$ cat config.mk
export PLATFORM = sky130hd
export DESIGN_NAME = gear_clk_ctl
export DESIGN_NICKNAME = d
export VERILOG_FILES = /design/src/rtl/gear_clk_ctl.sv
export SDC_FILE = /design/constraint.sdc
export NUM_CORES = 1
export LEC_CHECK = 0
export CELL_PAD_IN_SITES_DETAIL_PLACEMENT = 0
export CELL_PAD_IN_SITES_GLOBAL_PLACEMENT = 1
export CORE_AREA = 2 2 82 68
export DETAILED_ROUTE_END_ITERATION = 8
export DIE_AREA = 0 0 84 70
export PLACE_DENSITY = 0.76
export SLEW_MARGIN = 20
export SYNTH_ARGS = -nofsm -noshare
export SYNTH_HDL_FRONTEND = slang
export SYNTH_SLANG_ARGS = --single-unit
$ cat constraint.sdc
create_clock -name clk -period 1.89 [get_ports clk]
set_input_delay 0.378 -clock clk [delete_from_list [all_inputs] [get_ports clk]]
set_output_delay 0.378 -clock clk [all_outputs]
set_load 0.03 [all_outputs]
$ cat src/rtl/gear_clk_ctl.sv
module gear_clk_ctl #(
  parameter logic [1:0] WT_RST = 2'b11,
  parameter int WAIT0 = 16,
  parameter int WAIT1 = 1024,
  parameter int WAIT2 = 16384,
  parameter int WAIT3 = 131072,
  parameter int CNT_W = 17
) (
  input  logic       clk,
  input  logic       rst_n,
  input  logic       reg_wr,
  input  logic [7:0] reg_wdata,
  output logic [7:0] reg_rdata,
  input  logic       stop_req,
  input  logic       ext_wake,
  output logic       cpu_ce,
  output logic       tb_ce
);

  typedef enum logic [1:0] {S_ACT, S_STOP, S_WAIT} st_t;

  function automatic logic [CNT_W-1:0] wait_len(input logic [1:0] c);
    case (c)
      2'b00:   return CNT_W'(WAIT0 - 1);
      2'b01:   return CNT_W'(WAIT1 - 1);
      2'b10:   return CNT_W'(WAIT2 - 1);
      default: return CNT_W'(WAIT3 - 1);
    endcase
  endfunction

  function automatic logic [5:0] gear_lim(input logic [1:0] g);
    case (g)
      2'b11:   return 6'd3;
      2'b10:   return 6'd7;
      2'b01:   return 6'd15;
      default: return 6'd63;
    endcase
  endfunction

  st_t              state;
  logic [CNT_W-1:0] cnt;
  logic [1:0]       cs, wt, cur_gear;
  logic [5:0]       dcnt;
  logic             mon, tick;

  assign mon       = (state == S_ACT);
  assign tick      = mon && (dcnt == gear_lim(cur_gear));
  assign cpu_ce    = tick;
  assign tb_ce     = (state != S_STOP);
  assign reg_rdata = {mon, 2'b00, wt, 1'b1, cs};

  always_ff @(posedge clk or negedge rst_n) begin
    if (!rst_n) begin
      cs <= 2'b00;
      wt <= WT_RST;
    end else if (reg_wr) begin
      cs <= reg_wdata[1:0];
      wt <= reg_wdata[4:3];
    end
  end

  always_ff @(posedge clk or negedge rst_n) begin
    if (!rst_n) begin
      state <= S_WAIT;
      cnt   <= wait_len(WT_RST);
    end else begin
      case (state)
        S_ACT:  if (stop_req) state <= S_STOP;
        S_STOP: if (ext_wake) begin
          state <= S_WAIT;
          cnt   <= wait_len(wt);
        end
        default: begin
          if (cnt == '0) state <= S_ACT;
          else           cnt   <= cnt - 1'b1;
        end
      endcase
    end
  end

  always_ff @(posedge clk or negedge rst_n) begin
    if (!rst_n) begin
      dcnt     <= '0;
      cur_gear <= 2'b00;
    end else if (!mon || tick) begin
      dcnt     <= '0;
      cur_gear <= cs;
    end else begin
      dcnt <= dcnt + 1'b1;
    end
  end

  AST_CE_SPACED: assert property (@(posedge clk) disable iff (!rst_n)
    cpu_ce |=> !cpu_ce);
  AST_STOP_HOLD: assert property (@(posedge clk) disable iff (!rst_n)
    (state == S_STOP && !ext_wake) |=> (state == S_STOP && !tb_ce));
  AST_WAKE_LOAD: assert property (@(posedge clk) disable iff (!rst_n)
    (state == S_STOP && ext_wake) |=> (state == S_WAIT && cnt == wait_len($past(wt))));
  AST_WAIT_COUNT: assert property (@(posedge clk) disable iff (!rst_n)
    (state == S_WAIT && cnt != '0) |=> (state == S_WAIT && cnt == $past(cnt) - 1'b1));
  AST_GEAR_HOLD: assert property (@(posedge clk) disable iff (!rst_n)
    (mon && !tick) |=> (cur_gear == $past(cur_gear)));

endmodule

==> results of run 1 <==
-- state kept, by name, indices dropped and copies added, names as in the netlist --
register and cells:
dcnt 6, state 2, cs 2, cur_gear 2
wt 2, cnt 17
-- Yosys cell counts, types with 5 or more instances --
| cell type | n |
|---|---|
| inv_1 | 13 |
| a211oi_1 | 12 |
| mux2_2 | 5 |
| clkbuf_1 | 6 |
| nand2_1 | 12 |
| a21oi_1 | 12 |
| o21ai_0 | 6 |
| dfrtp_1 | 11 |
| a31oi_1 | 7 |
| dfstp_2 | 20 |
| a221o_1 | 5 |
| nor2_1 | 9 |
| nand3_1 | 7 |
-- repair_timing --
action	in CTS	in global routing
setup endpoints to repair	4	11
pin swaps	4	8
setup buffers	3	6
gates resized for setup	8	13
-- layer usage --
| layer | global-route usage | vias up | wire length [um] |
|---|---|---|---|
| met5 | 0 | - | 0 |
| met1 | 0.2439 | 808 | 2417 |
| met2 | 0.2427 | 29 | 1964 |
| met3 | 0.03191 | 7 | 157 |
| li1 | - | 828 | - |
| met4 | 0.05376 | 0 | 62 |
-- per-stage QoR --
step	hold slack, ps	total power (uW)	setup slack, ps	cells	setup TNS (ps)
4_1_cts	481.2	2892	2.132	302	0
3_3_place_gp	462.3	2174	-66.89	291	-599.3
5_1_grt	496.8	3128	-37.66	307	-42.11
6_report	475.4	2929	24.26	307	0
2_1_floorplan	82.41	1864	25.09	199	0
3_5_place_dp	472.5	2187	-71.55	291	-690.5
-- logic make-up (layout without fill, tap and decap cells) --
logic type | Yosys count | count (layout) | share of synthesized area
AO/OA/AOI/OAI | 70 | 70 | 0.2658
AND/OR/NAND/NOR | 54 | 54 | 0.1696
flip-flops | 31 | 31 | 0.4159
buffers and inverters | 27 | 70 | 0.06757
XOR/XNOR | 6 | 6 | 0.02729
multiplexers | 6 | 6 | 0.03703
adder cells (fa/ha/maj) | 2 | 2 | 0.01299
other | 2 | 3 | 0.003900
-- report_power, final --
part	internal, uW	switching [uW]	total (uW)
clock network	426	256	682
registers	1020	259	1280
logic	515	452	967
-- final cells by class --
type / count / area (um2) / area share
Multi-Input combinational cell: 141 / 1055 / 0.4211
Sequential cell: 31 / 804.5 / 0.3212
Timing Repair Buffer: 47 / 385.4 / 0.1538
Clock buffer: 6 / 82.58 / 0.03297
Tap cell: 65 / 81.33 / 0.03247
Inverter: 15 / 61.31 / 0.02448
Clock inverter: 2 / 35.03 / 0.01399
-- worst min path at each step --
stage / startpoint / end / slack, ps / depth (start not counted)
2_1_floorplan: rst_n / cs[0] / 80 / 0
3_3_place_gp: dcnt[0] / dcnt[0] / 460 / 1
3_5_place_dp: dcnt[0] / dcnt[0] / 470 / 1
4_1_cts: dcnt[0] / dcnt[0] / 480 / 1
5_1_grt: dcnt[0] / dcnt[0] / 500 / 1
6_report: rst_n / cur_gear[1] / 480 / 2
-- worst max-delay path, delay by kind of cell (launching register included) --
kind	cells	cell delay (ps)
buffers and inverters	1	130
DFF	1	450
AOI/OAI and AO/OA	2	270
xor gates and xnor gates	1	180
and+or+nand+nor	1	170
==> out/qor.csv, run 1 <==
stage,metric,value,unit
outcome,status,"complete, no violations",
routing,viasPerCell,5.446,
yosys,synth_top_cell_by_area,dfstp_2,
flow_run,maxCapViolations,0,
floorplan,initial_utilization,0.3707,
finish,final_util,0.4822,
routing,firstDrtPassIters,4,
finish,fin_area,2505,um2
critical_path,reg2reg_to,cnt[10],
routing,vias,1672,
yosys,synth_edf_count,0,
routing,post-route-drc-count,0,
finish,most-common-layout-cells,"buf_4, dfstp_2, a211oi_1, nand2_1, a21oi_1",
clock_tree,ctsHtreeMaxLevel,2,
finish,fin_nets,256,
global_route,grt_pass1_wl,7.852,mm
critical_path,crit_required,1510,ps
routing,antenna_left,0,
floorplan,die-area,5880,um2
floorplan,rows,24,
clock_tree,cts-root-buf,clkbuf_8,
global_route,antenna_found_initial,0,
critical_path,reg2regPathDepth,8,
finish,fill_cells,494,
floorplan,die_h,70,um
finish,insertedDiodeCount,0,
sta,fin_skew,6.154,ps
critical_path,critPathArrivalTime,1490,ps
yosys,yosys-top-cells-area,"dfstp_2, dfrtp_1, a211oi_1",
worst_hold_path,hold_class,primary input to async pin,
critical_path,setup.worst_path.end,cpu_ce,
floorplan,die_x,84,um
yosys,ys_seq_area_frac,0.4159,
finish,final_common_cell,buf_4,
floorplan,io_pins,23,
placed_design,place.gp.congestion,0.8022,
routing,wl_per_cell,14.99,um
power_and_ir_drop,p_leak,0.001037,uW
critical_path,r2r_start,cnt[1],
placed_design,dpl.hpwl,3.166,mm
yosys,synth.top_cell.area_share,0.2729,
power_and_ir_drop,ir_worst_vdd,492.8,uV
yosys,avgSynthCellArea,9.725,um2
finish,drive_gt1_frac,0.3719,
clock_tree,clk_latency,280,ps
yosys,synth-async-reset-ratio,1.000,
critical_path,startpoint_type,flop,
global_route,grt_overflow,0,
clock_tree,cts_tree,done,
routing,postRouteWirelength,4.601,mm
global_route,grt_pass1_vias,1653,
critical_path,critPathSlowestCell,dfrtp_2,
clock_tree,clk_path_buf_depth,2,
global_route,grt_max_degree,32,
clock_tree,clk_pin_slew_worst_paths,70,ps
critical_path,cp-end-kind,output pin,
yosys,netlist_area,1926,um2
critical_path,crit_start,cur_gear[1],
critical_path,slowest_delay,450,ps
yosys,ys_warn_count,0,
finish,areaGrowthSynthToFinish,30.08,%
sta,setup_viol,0,
placed_design,numPortBuffers,15,
sta,fin_crit,1866,ps
critical_path,crit_chain,xor2_1 -> a21oi_2 -> o21bai_4 -> and3_4 -> buf_6,
yosys,synth_seq_cells,31,
critical_path,path_class,flop to output pin,
critical_path,rrSetupSlack,90,ps
floorplan,core-area,5195,um2
yosys,synth_ff_type,dfstp_2,
clock_tree,postCtsHoldBufs,0,
critical_path,cp_max_fo,6,
clock_tree,cts_buffers,5,
sta,fin_crit_sh,0.9872,
routing,drt-initial-drc-count,95,
global_route,track_usage,0.1652,
yosys,syn-instance-count,198,
sta,clock.fmax,536.0,MHz
sta,hold_viol,0,
power_and_ir_drop,p_per_area,1169,nW/um2
sta,slew_viol_final,0,
clock_tree,cts.sinks,31,
placed_design,dpl_cell_area,2282,um2
sta,rsz0062_at_grt,true,
yosys,post_synth_num_cell_types,58,
No activity file was read; power rests on OpenSTA's default activity.
==> run 2, diff against run 1 <==
Settings changed: CAP_MARGIN set to 25.
==> results of run 2 <==
The final DEF is identical to that of run 1; final timing and power are the same.
==> run 3, diff against run 2 <==
Settings changed: CORE_AREA 2 2 82 68 to 5 5 85 71, DIE_AREA 0 0 84 70 to 0 0 90 76.
==> out/qor.csv, run 3 (synthesis results as in run 1) <==
stage,metric,value,unit
routing,post-route-drc-count,0,
finish,insertedDiodeCount,0,
worst_hold_path,hold_class,flop to flop,
clock_tree,cts_tree,done,
power_and_ir_drop,p_per_area,1169,nW/um2
finish,finalNonFillerCells,312,
sta,fin_crit,1923,ps
critical_path,rrSetupSlack,30,ps
critical_path,critPathSlowestCell,dfrtp_2,
routing,vias,1659,
clock_tree,clk_pin_slew_worst_paths,70,ps
worst_hold_path,hold_path_depth,1,
placed_design,placedCellCount,294,
floorplan,die-area,6840,um2
finish,fill_cells,486,
power_and_ir_drop,ir_worst_vdd,483.4,uV
finish,final_util,0.4899,
floorplan,core-area,5195,um2
routing,viasPerCell,5.317,
sta,setup_tns,-32.79,ps
critical_path,path_class,flop to output pin,
global_route,grt_pass1_wl,8.024,mm
clock_tree,cts.sinks,31,
sta,hold_viol,0,
global_route,antenna_found_initial,0,
critical_path,cp-end-kind,output pin,
worst_hold_path,min_from,dcnt[0],
critical_path,cp_max_fo,6,
power_and_ir_drop,p_leak,0.001058,uW
critical_path,critPathArrivalTime,1540,ps
sta,setup_viol,1,
global_route,grt_max_degree,32,
placed_design,place.gp.congestion,0.7804,
finish,top_register,cnt,
sta,fin_skew,9.171,ps
critical_path,crit_required,1510,ps
routing,antenna_left,0,
global_route,track_usage,0.1420,
finish,reg_top3,"cnt (17), dcnt (6)",
sta,fin_crit_sh,1.017,
finish,fin_nets,261,
worst_hold_path,whs_endpoint,dcnt[0],
critical_path,reg2reg_to,cnt[1],
finish,drive_gt1_frac,0.3725,
placed_design,numPortBuffers,15,
finish,most-common-layout-cells,"buf_4, dfstp_2, a21oi_1, a211oi_1, nand2_1",
critical_path,startpoint_type,flop,
finish,final_common_cell,buf_4,
clock_tree,clk_latency,280,ps
power_and_ir_drop,total_power,2975,uW
outcome,status,"complete, but fails checks",
placed_design,dpl.hpwl,3.336,mm
floorplan,die_h,76,um
flow_run,maxCapViolations,0,
floorplan,die_x,90,um
clock_tree,ctsHtreeMaxLevel,2,
routing,postRouteWirelength,4.782,mm
sta,setup_slack,-32.79,ps
sta,slew_viol_final,0,
critical_path,slowest_delay,450,ps
critical_path,crit_chain,xor2_1 -> a21oi_1 -> o21bai_1 -> and3_1 -> buf_6,
global_route,grt_overflow,0,
floorplan,io_pins,23,
finish,largest_reg_flops,17,
sta,clock.fmax,520.1,MHz
critical_path,r2r_start,cnt[0],
floorplan,initial_utilization,0.3707,
critical_path,reg2regPathDepth,8,
outcome,violations,setup timing,
clock_tree,cts_buffers,5,
floorplan,rows,24,
routing,wl_per_cell,15.33,um
global_route,grt_pass1_vias,1631,
clock_tree,clk_path_buf_depth,2,
sta,rsz0062_at_grt,true,
routing,firstDrtPassIters,4,
routing,drt-initial-drc-count,100,
clock_tree,cts-root-buf,clkbuf_8,
finish,areaGrowthSynthToFinish,32.16,%
==> run 3: cell count changes in the layout (fill, tap and decap cells not counted), sizes merged <==
cell / delta
buf: +5
dlygate4sd2: +1
clkdlybuf4s50: +1
clkbuf: -1
dlymetal6s2s: -1
==> run 3: final cells by class <==
class | instances | area [um2] | share of cell area
clock inverters | 2 | 35.03 | 0.01377
well taps | 65 | 81.33 | 0.03196
clock buffers | 6 | 82.58 | 0.03245
flip-flops and latches | 31 | 804.5 | 0.3161
multi-input cells | 141 | 1040 | 0.4086
repair buffers | 52 | 440.4 | 0.1731
inverters | 15 | 61.31 | 0.02409
==> run 3: critical path, delay by kind of cell, from the launching register on <==
kind,cells,cell delay [ps]
flops,1,450
buf+inv,1,140
compound gates,2,280
simple gates,1,210
xor+xnor,1,180
==> run 3: metal layers <==
layer	wire (um)	up-vias	track usage	share of wire
li1	-	841	-	-
met1	2553	784	0.2125	0.53
met2	2012	30	0.2018	0.42
met3	162	4	0.03554	0.034
met4	54	0	0.03869	0.011
met5	0	-	0	0
==> run 3: repair_timing <==
action                                  in CTS  in global routing
pin swaps                                    3                  4
hold buffers                                 0                  0
setup buffers                                5                  5
resized for setup                            8                  8
endpoints found under the setup margin       5                  9
==> run 3: metrics by stage <==
stage	worst slack [ps]	hold WS, ps	area, um2
2_1_floorplan	25.09	82.41	1932
3_3_place_gp	-84.24	464.0	2305
3_5_place_dp	-101.7	469.5	2305
4_1_cts	3.318	479.3	2481
5_1_grt	-104.7	500.0	2545
6_report	-32.79	474.4	2545
==> run 3: how the worst max path moves through the flow <==
stage,from,to,slack [ps],depth (start not counted)
after floorplan,cnt[0],cnt[1],30,8
after global placement,ext_wake,cnt[1],-80,6
after detailed placement,ext_wake,cnt[1],-100,6
after CTS,cur_gear[1],cpu_ce,3,5
after global routing,cur_gear[1],cpu_ce,-100,5
final,cur_gear[1],cpu_ce,-30,5
==> run 3: where the power goes <==
part           switching [uW]  internal (uW)  leakage (uW)
clock                     254            427     0.0000612
sequential                245           1020      0.000349
combinational             472            558      0.000648
